<file path="config.mk">
export PLATFORM = sky130hd
export DESIGN_NAME = arith_core
export DESIGN_NICKNAME = d
export VERILOG_FILES = /design/src/rtl/arith_core.sv
export SDC_FILE = /design/constraint.sdc
export NUM_CORES = 1
export LEC_CHECK = 0
export ABC_AREA = 1
export BUFFER_PORTS_ARGS = -buffer_cell sky130_fd_sc_hd__buf_2
export CAP_MARGIN = 0
export CORE_UTILIZATION = 30
export DETAILED_ROUTE_END_ITERATION = 10
export MAX_ROUTING_LAYER = met4
export PLACE_DENSITY = 0.5
export SLEW_MARGIN = 5
export SYNTH_ARGS = -nofsm -noshare
export SYNTH_HDL_FRONTEND = slang
export SYNTH_SLANG_ARGS = --single-unit
</file>
<file path="constraint.sdc">
create_clock -name vclk -period 4.4
set_clock_uncertainty 0.15 [all_clocks]
set_input_delay 0.22 -clock vclk [all_inputs]
set_output_delay 0.22 -clock vclk [all_outputs]
set_load 0.02 [all_outputs]
</file>
<file path="src/rtl/arith_core.sv">
module arith_core #(
  parameter int W = 32
) (
  input  logic [W-1:0] opa,
  input  logic [W-1:0] opb,
  input  logic [1:0]   bmode,
  input  logic         cin,
  output logic [W-1:0] sum,
  output logic         carry_out,
  output logic         carry_msb
);
  localparam logic [1:0] M_PASS = 2'b00;
  localparam logic [1:0] M_INV  = 2'b01;
  localparam logic [1:0] M_ZERO = 2'b10;
  localparam logic [1:0] M_ONES = 2'b11;

  logic [W-1:0] bq;
  logic [W-1:0] low;

  always_comb begin
    unique case (bmode)
      M_PASS:  bq = opb;
      M_INV:   bq = ~opb;
      M_ZERO:  bq = '0;
      M_ONES:  bq = '1;
      default: bq = opb;
    endcase
  end

  // low part: W-1 data bits plus the carry into the MSB
  assign low = {1'b0, opa[W-2:0]} + {1'b0, bq[W-2:0]} + {{(W-1){1'b0}}, cin};

  assign carry_msb = low[W-1];
  assign sum       = {opa[W-1] ^ bq[W-1] ^ carry_msb, low[W-2:0]};
  assign carry_out = (opa[W-1] & bq[W-1]) | (carry_msb & (opa[W-1] ^ bq[W-1]));
endmodule


</file>
# Word-level counts from Yosys, hierarchy flattened
# Index checks and enable logic that the tools add are counted.
# totals
reg_bits	0
in_bits	67
output_inout_bits	34
wordCells	13
# op_classes
add_sub_neg	2
n_eq_ne	3
muxes	1
bitwise_logic	6
n_reduce_logical	1
# ops
cell	count
32-bit case mux with 4 select lines	1
31-bit by 31-bit adder with 32-bit output	1
32-bit by 1-bit adder with 32-bit output	1
32-bit inverter	1
2-bit == test, second input constant	2
1-bit bitwise AND	2
2-bit by 1-bit == test with 1-bit output, second input constant	1
2-bit logical NOT	1
1-bit XOR	2
1-bit bitwise OR	1

# Logic depth before layout (Yosys ltp)
# Gate-level depths: netlist of the first run.
# logic_depth
word_depth	6
depth_mapped	16
mapped_depth_nobuf	15

# Worst setup path before layout of the first run
# No wires, ideal clock.
# synth_path
path_kind	in2out
from	in bmode[0]
to	out sum[31]
arrival_time_ps	2455
t_required_ps	4030
path_slack_ps	1575
path_stages	14
n_path_buf	1
cell_sequence	xnor2_1 -> buf_2 -> nand2_1 -> o21ai_0 -> ha_1 -> nand2_1 -> inv_1 -> a21oi_1 -> nor2_1 -> nor3_1 -> nand2_1 -> a21oi_1 -> fa_1 -> inv_1
# synth_between
elab_chain_len	5
elab_cells_between_ends	9
# synth_rtl
item	line	rtl
start, declared	6	input logic [1:0] bmode,
2-bit == test (tied with other cells)	21	unique case (bmode)
32-bit case mux with 4 select lines (*)	21	
31-bit by 31-bit adder with 32-bit output	31	assign low = {1'b0, opa[W-2:0]} + {1'b0, bq[W-2:0]} + {{(W-1){1'b0}}, cin};
32-bit by 1-bit adder with 32-bit output	31	
1-bit XOR (*)	34	assign sum = {opa[W-1] ^ bq[W-1] ^ carry_msb, low[W-2:0]};
end, declared	8	output logic [W-1:0] sum,
# Mark *: on every way between the ends. The rest lies on a longest branch, timed or not.

# Final worst setup path of the first run
# Ends and elaborated chain as after synthesis.

==> results.cfg, run 1 <==
[finish]
design.seq.count = 0
nNetsFinal = 781
num_antenna_cells = 0
stdcell_count = 808
area_delta_synth_final_pct = 23.3
nClkBuffers = 0
layout-drive-gt1-share_pct = 22.8
regArea_um2 = 0

[worst_setup_path]
crit_start = bmode[0]
critPathMaxFanout = 19
cp-start-kind = primary input
endpoint_kind = output pin
crit_required_ns = 4.03
crit_arrival_ns = 3.00
crit_type = primary input to output pin

[yosys]
synth_cells = 582
synth_simple_gate_area_share_pct = 52.0
synthMuxAreaShare_pct = 0
synthAdderAreaFrac_pct = 15.3
yosysWarnings = 0
synth_compound_area_share_pct = 10.8
synth_xor_area_share_pct = 4.30
synthesis.area_um2 = 2850
avgSynthCellArea_um2 = 4.90
synth.net_count = 682
synth_top_family_by_area = simple AND/OR/NAND/NOR gates
seq_area_frac_synth_pct = 0
synth_cell_types = 24

[sta]
slew_viol_final = 0
fmax_ghz = 0.297
hold_viol = 0
grt_setup_unrepaired = no
setup_viol = 0
setup_ws_ns = 1.03
fin_crit_sh_pct = 76.7
finalCriticalPeriod_ns = 3.37
slew_headroom_pct = 74.3
tightest_slew_ns = 0.385
fin_setup_tns_ns = 0

[place]
dp_hpwl_um = 8650
place_ws_ns = 0.961
io_buffer_count = 101
gp_congestion = 0.896
dp_cells = 808

[route]
wirelength_um = 9670
wl_met1_um = 5040
via_count = 3563
via_per_inst = 4.41
drt-initial-drc-count = 155
route.met2.wl_um = 4290
wl_per_cell_um = 12.0
maxUsedRoutingLayer = met4
ant_nets = 0
first_pass_iters = 5
dr_wl_met3_um = 295
route.detailed.drc = 0

[cts]
cts_resized = 0
ctsHoldBuffers = 0
cts_setup_buffers = 0

[pwr]
powerDensity_nw_per_um2 = 214
p_leak_nw = 2.34
vdd_drop_max_v = 0.0000882

[run]
cap_viol_max_count = 0

[floorplan]
start_util_pct = 30.8
coreArea_um2 = 9240
dieArea_um2 = 9890
row_count = 35
dieWidth_um = 99.5
die_h_um = 99.5
io_pins = 101

[min_path]
holdCritPathClass = primary input to output pin
min-delay-start = cin

[grt]
grt_pass1_vias = 3473
grt_pass1_wl_um = 16100
grt_usage_pct = 20.6
grt_max_degree = 33
antenna_found_initial = 0
globalRouteOverflowTotal = 0

[status]
status = finished, final reports clean
## logic make-up after synthesis
logic type	Yosys count
xor+xnor	14
fa+ha+maj	33
compound gates	57
buf+inv	133
simple gates	345
## report_power, final
group	internal (mW)	total [mW]	switching, mW	leakage (nW)
Combinational	0.254	0.753	0.499	2.34
Sequential	0	0	0	0
Clock	0	0	0	0
Total	0.254	0.753	0.499	2.34
## final timing paths
path | to | slack [ns] | depth (start not counted)
worst max-delay path | sum[31] | 1.03 | 15
worst min-delay path | sum[0] | 0.78 | 5
## worst max-delay path, cell delays in order
cell,delay (ns)
buf_2,0.12
inv_1,0.29
buf_4,0.31
o21ai_0,0.13
ha_1,0.35
nand2_1,0.13
inv_1,0.05
a21oi_1,0.18
nor2_1,0.06
nor3_1,0.22
nand2_1,0.08
a21oi_1,0.19
fa_1,0.44
inv_1,0.05
buf_2,0.15
## cell type report
class | count | area (um^2)
repair buffers | 103 | 520
fillers | 1115 | 5730
inverters | 127 | 477
well taps | 129 | 161
multi-input cells | 449 | 2350
## layer usage
layer / vias to the layer above / global-route usage [%]
li1: 1955 / -
met1: 1552 / 28.9
met2: 54 / 34.6
met3: 2 / 0.843
met4: 0 / 0.679
met5: - / -
## through the flow
step | area [um^2] | hold slack (ns) | utilization [%] | power [mW]
floorplan | 2850 | 0.583 | - | 0.523
global placement | 3510 | 0.787 | 38.0 | 0.758
detailed placement | 3510 | 0.787 | 38.0 | 0.756
CTS | 3510 | 0.787 | 38.0 | 0.759
global route | 3510 | 0.820 | 38.0 | 0.845
finish | 3510 | 0.776 | 38.0 | 0.753
## placed cells by master (no fill, tap or decap)
| cell type | synthesis | routed |
|---|---|---|
| nand2_1 | 245 | 245 |
| inv_1 | 117 | 117 |
| buf_2 | 3 | 101 |
| o21ai_0 | 30 | 30 |
| ha_1 | 30 | 30 |
| nor2_1 | 28 | 28 |
| nand3_1 | 25 | 25 |
| a21oi_1 | 22 | 22 |
| nand2_2 | 18 | 18 |
| xor2_1 | 12 | 12 |
| nor2_2 | 11 | 11 |
| inv_2 | 10 | 10 |
| nand4_1 | 6 | 6 |
| nand3_2 | 5 | 5 |
| fa_1 | 3 | 3 |
| a21oi_2 | 2 | 2 |
| o21bai_2 | 2 | 2 |
| nor3_1 | 2 | 2 |
| nand3b_1 | 2 | 2 |
| nor3_2 | 2 | 2 |
| buf_4 | 0 | 2 |
| xnor2_2 | 0 | 1 |
| nor3_4 | 1 | 1 |
| o21bai_1 | 1 | 1 |
| xnor2_1 | 2 | 1 |
## Yosys cell counts (3+ instances only)
cell type / n / area [um^2]
nand2_1: 245 / 920
inv_1: 117 / 439
ha_1: 30 / 375
o21ai_0: 30 / 150
nor2_1: 28 / 105
nand3_1: 25 / 125
a21oi_1: 22 / 110
nand2_2: 18 / 113
xor2_1: 12 / 105
nor2_2: 11 / 68.8
inv_2: 10 / 37.5
nand4_1: 6 / 37.5
nand3_2: 5 / 50.1
buf_2: 3 / 15.0
clkbuf_1: 3 / 11.3
fa_1: 3 / 60.1
Note: power is estimated with default switching activity, not from simulation.
==> run 2, diff against run 1 <==
--- a/config.mk
+++ b/config.mk
@@ -5,13 +5,13 @@
 export SDC_FILE = /design/constraint.sdc
 export NUM_CORES = 1
 export LEC_CHECK = 0
-export ABC_AREA = 1
+export ABC_AREA = 0
 export BUFFER_PORTS_ARGS = -buffer_cell sky130_fd_sc_hd__buf_2
 export CAP_MARGIN = 0
 export CORE_UTILIZATION = 30
 export DETAILED_ROUTE_END_ITERATION = 10
 export MAX_ROUTING_LAYER = met4
-export PLACE_DENSITY = 0.5
+export PLACE_DENSITY = 0.52
 export SLEW_MARGIN = 5
 export SYNTH_ARGS = -nofsm -noshare
 export SYNTH_HDL_FRONTEND = slang
==> constraint.sdc (replaced) <==
create_clock -name vclk -period 3.2
set_clock_uncertainty 0.15 [all_clocks]
set_input_delay 0.16 -clock vclk [all_inputs]
set_output_delay 0.16 -clock vclk [all_outputs]
set_load 0.02 [all_outputs]
==> run 2 against run 1 <==
Critical path depth unchanged. Non-clock buffer count up 67. Combinational power up 63%. Via count down 26%. Utilization up 14 points. Largest power group unchanged. Highest routed layer unchanged.
==> results.cfg, run 2 <==
[status]
status = finished, final reports clean

[yosys]
synthesis.area_um2 = 2190
synth_top_cells_by_area = xnor2_1, ha_1, nand2b_1, a21oi_1, a21o_1
synth.most_common_cell = xnor2_1
synth_cells = 298
avgSynthCellArea_um2 = 7.36
yosysTopAreaCell = xnor2_1
yosysWarnings = 0
synth_cell_types = 46
synth.net_count = 398
synthDominantCellAreaShare_pct = 19.2
seq_area_frac_synth_pct = 0
ys_top_cells_by_count = xnor2_1, nand2b_1, ha_1, a21oi_1, nand2_1

[route]
via_count = 2645
via_per_inst = 4.77
first_pass_iters = 4
maxUsedRoutingLayer = met4
wl_per_cell_um = 12.7
route.detailed.drc = 0
dr_wl_met3_um = 191
wirelength_um = 7040
ant_nets = 0
drt-initial-drc-count = 36
wl_met1_um = 3120
route.met2.wl_um = 3710

[sta]
slew_headroom_pct = 73.6
grt_setup_unrepaired = yes
whs_ns = 0.659
finalCriticalPeriod_ns = 3.19
fin_setup_tns_ns = 0
tightest_slew_ns = 0.391
slew_viol_final = 0
fin_crit_sh_pct = 99.5
fmax_ghz = 0.314
hold_viol = 0
setup_viol = 0

[pwr]
p_leak_nw = 1.80
sw_frac_of_total_pct = 53.1
power_frac_seq_pct = 0
combPwrFrac_pct = 100.0
vdd_drop_max_v = 0.000189
pwr-share-clk_pct = 0
internal-power_mw = 0.577
switchingPower_mw = 0.654
powerDensity_nw_per_um2 = 338

[finish]
regArea_um2 = 0
final_cell_mix = buf_2, buf_4, xnor2_1
final_area_um2 = 3640
nNetsFinal = 560
layout-drive-gt1-share_pct = 48.0
design.seq.count = 0
nClkBuffers = 0
num_antenna_cells = 0
mostFrequentLayoutCell = buf_2
area_delta_synth_final_pct = 66.0
stdcell_count = 554

[worst_setup_path]
critPathMaxFanout = 5
cp-start-kind = primary input
crit_path_end = sum[31]
crit_arrival_ns = 2.88
crit_start = bmode[1]
crit_type = primary input to output pin
endpoint_kind = output pin
crit_required_ns = 2.89

[place]
dp_cells = 536
io_buffer_count = 101
dp_hpwl_um = 5550
gp_congestion = 0.821
dpl_cell_area_um2 = 3210

[grt]
grt_pass1_wl_um = 11200
grt_usage_pct = 18.3
globalRouteOverflowTotal = 0
grt_pass1_vias = 2570
antenna_found_initial = 0
grt_max_degree = 22

[floorplan]
dieWidth_um = 87.5
row_count = 30
start_util_pct = 31.6
die_h_um = 87.5
io_pins = 101
dieArea_um2 = 7660
coreArea_um2 = 6940

[run]
cap_viol_max_count = 0

[cts]
ctsHoldBuffers = 0

[min_path]
holdCritPathClass = primary input to output pin
run 2: worst min path at each step:
stage                     startpoint      end  slack, ns  cells after the start
after floorplan                  cin   sum[0]       0.46                      3
after global placement           cin   sum[0]       0.67                      5
after detailed placement         cin   sum[0]       0.67                      5
after CTS                    opa[31]  sum[31]       0.65                      5
after global routing         opa[31]  sum[31]       0.71                      5
final                        opa[31]  sum[31]       0.66                      5
run 2: power groups by stage:
stage | combinational, mW | sequential (mW) | clock (mW)
floorplan | 0.716 | 0 | 0
global placement | 1.11 | 0 | 0
detailed placement | 1.11 | 0 | 0
CTS | 1.18 | 0 | 0
global route | 1.34 | 0 | 0
finish | 1.23 | 0 | 0
run 2: repair_timing:
item                       CTS  global route
cloned                       2             1
resized for setup           26            23
pin swaps                   25            27
setup endpoints to repair    1            10
setup buffers                9             6
run 2: area by class of cell:
class	count	area [um^2]
Fill cell	702	3300
Multi-Input combinational cell	277	2330
Timing Repair Buffer	170	1150
Tap cell	96	120
Inverter	11	41.3
run 2: worst max-delay path, cell delays in order:
cell      delay (ns)
buf_12          0.13
buf_16          0.13
nand2b_4        0.13
xnor2_1         0.12
ha_1            0.32
nand3b_1        0.13
a21oi_2         0.20
nor3_2          0.08
o21a_4          0.23
o21ai_4         0.16
nand3_2         0.09
a221o_1         0.32
fa_1            0.50
inv_1           0.05
buf_6           0.12
run 2: per-stage QoR:
| step | power [mW] | setup slack (ns) | util (%) |
|---|---|---|---|
| floorplan | 0.716 | 0.0248 | - |
| global placement | 1.11 | -0.0727 | 46.2 |
| detailed placement | 1.11 | -0.0701 | 46.2 |
| CTS | 1.18 | -0.0147 | 49.6 |
| global route | 1.34 | -0.112 | 52.4 |
| finish | 1.23 | 0.0147 | 52.4 |
run 2: cell families (layout without fill, tap and decap cells):
family,Yosys count,in the layout,synth area share [%]
fa+ha+maj,33,33,19.9
buf+inv,21,181,3.59
simple gates,98,98,24.2
mux,2,2,0.970
xor+xnor,57,57,22.8
compound gates,87,87,28.6
run 2: per-layer routing:
metal	vias up	track usage [%]
met5	-	-
met1	1200	22.4
met4	0	0.745
met3	2	0.379
met2	53	34.9
li1	1390	-
==> run 3, diff against run 2 <==
--- a/config.mk
+++ b/config.mk
@@ -10,7 +10,6 @@
 export CAP_MARGIN = 0
 export CORE_UTILIZATION = 30
 export DETAILED_ROUTE_END_ITERATION = 10
-export MAX_ROUTING_LAYER = met4
 export PLACE_DENSITY = 0.52
 export SLEW_MARGIN = 5
 export SYNTH_ARGS = -nofsm -noshare
==> run 3 against run 2 <==
Combinational power is essentially flat. Final cell count unchanged. Setup slack worse by 0.0014 ns. Cell area did not move. First-iteration DRC count down 11%. Hold slack unchanged. Power hardly changed. Utilization unchanged. Via count decreased by 0.19%. Non-clock buffer count is the same. Count of clock-buffer cells in the layout stayed put. Critical path depth unchanged.
==> results.cfg, run 3 (synthesis results as in run 2) <==
[finish]
layout-drive-gt1-share_pct = 48.0
num_antenna_cells = 0
nNetsFinal = 560
stdcell_count = 554
nClkBuffers = 0
area_delta_synth_final_pct = 66.0
mostFrequentLayoutCell = buf_2
final_area_um2 = 3640
regArea_um2 = 0
design.seq.count = 0
final_cell_mix = buf_2, buf_4, xnor2_1

[min_path]
holdCritPathClass = primary input to output pin

[pwr]
p_leak_nw = 1.80
powerDensity_nw_per_um2 = 338
vdd_drop_max_v = 0.000189

[route]
ant_nets = 0
via_per_inst = 4.77
wirelength_um = 7050
route.detailed.drc = 0
drt-initial-drc-count = 32
first_pass_iters = 4
via_count = 2640
wl_per_cell_um = 12.7

[sta]
setup_viol = 0
slew_headroom_pct = 73.6
fmax_ghz = 0.314
tightest_slew_ns = 0.391
fin_crit_sh_pct = 99.6
grt_setup_unrepaired = yes
finalCriticalPeriod_ns = 3.19
slew_viol_final = 0
hold_viol = 0

[grt]
grt_pass1_vias = 2570
globalRouteOverflowTotal = 0
antenna_found_initial = 0
grt_usage_pct = 17.7
grt_pass1_wl_um = 11200
grt_max_degree = 22

[floorplan]
die_h_um = 87.5
row_count = 30
dieWidth_um = 87.5
start_util_pct = 31.6
dieArea_um2 = 7660
coreArea_um2 = 6940
io_pins = 101

[place]
dp_hpwl_um = 5550
dpl_cell_area_um2 = 3210
dp_cells = 536
io_buffer_count = 101
gp_congestion = 0.809

[worst_setup_path]
endpoint_kind = output pin
crit_type = primary input to output pin
cp-start-kind = primary input
crit_required_ns = 2.89
crit_arrival_ns = 2.88
critPathMaxFanout = 5

[run]
cap_viol_max_count = 0

[status]
status = finished, final reports clean
## run 3: power by group
part / total (mW) / leakage [nW] / switching (mW) / internal (mW)
logic: 1.23 / 1.80 / 0.653 / 0.577
clock network: 0 / 0 / 0 / 0
registers: 0 / 0 / 0 / 0
## run 3: worst max-delay path, stage by stage
cell	delay [ns]
buf_12	0.13
buf_16	0.13
nand2b_4	0.13
xnor2_1	0.12
ha_1	0.32
nand3b_1	0.13
a21oi_2	0.20
nor3_2	0.08
o21a_4	0.23
o21ai_4	0.16
nand3_2	0.09
a221o_1	0.32
fa_1	0.50
inv_1	0.05
buf_6	0.12
## run 3: path summary, 6_finish.rpt
kind | startpoint | to | slack (ns) | cells after the start
max | bmode[1] | sum[31] | 0.01 | 15
min | opa[31] | sum[31] | 0.66 | 5
## run 3: metrics by stage
step	setup slack, ns	utilization (%)	hold WS [ns]	TNS, ns	power, mW
global placement	-0.0727	46.2	0.670	-0.0727	1.11
finish	0.0133	52.4	0.659	0	1.23
detailed placement	-0.0701	46.2	0.673	-0.0701	1.11
global route	-0.112	52.4	0.712	-0.183	1.34
CTS	-0.0147	49.6	0.652	-0.0147	1.18
floorplan	0.0248	-	0.463	0	0.716
## run 3: final cells by class
cell class	instances	area, um^2
timing repair buffer	170	1150
tap	96	120
inverter	11	41.3
fill	702	3300
multi-input combinational	277	2330
## run 3: layer usage
metal  share of wire [%]  global-route usage (%)  wire, um
met1                  44                    22.2      3120
met2                  53                    34.9      3700
met3                 3.0                   0.569       210
met4                0.24                   0.745        17
met5                   0                       0         0
## run 3: timing repair
action                     4_1_cts  5_1_grt
resized for setup               26       23
setup buffers                    9        6
pin swaps                       25       27
setup endpoints to repair        1       10
hold buffers                     0        0
hold endpoints to repair         0        0
gates cloned                     2        1
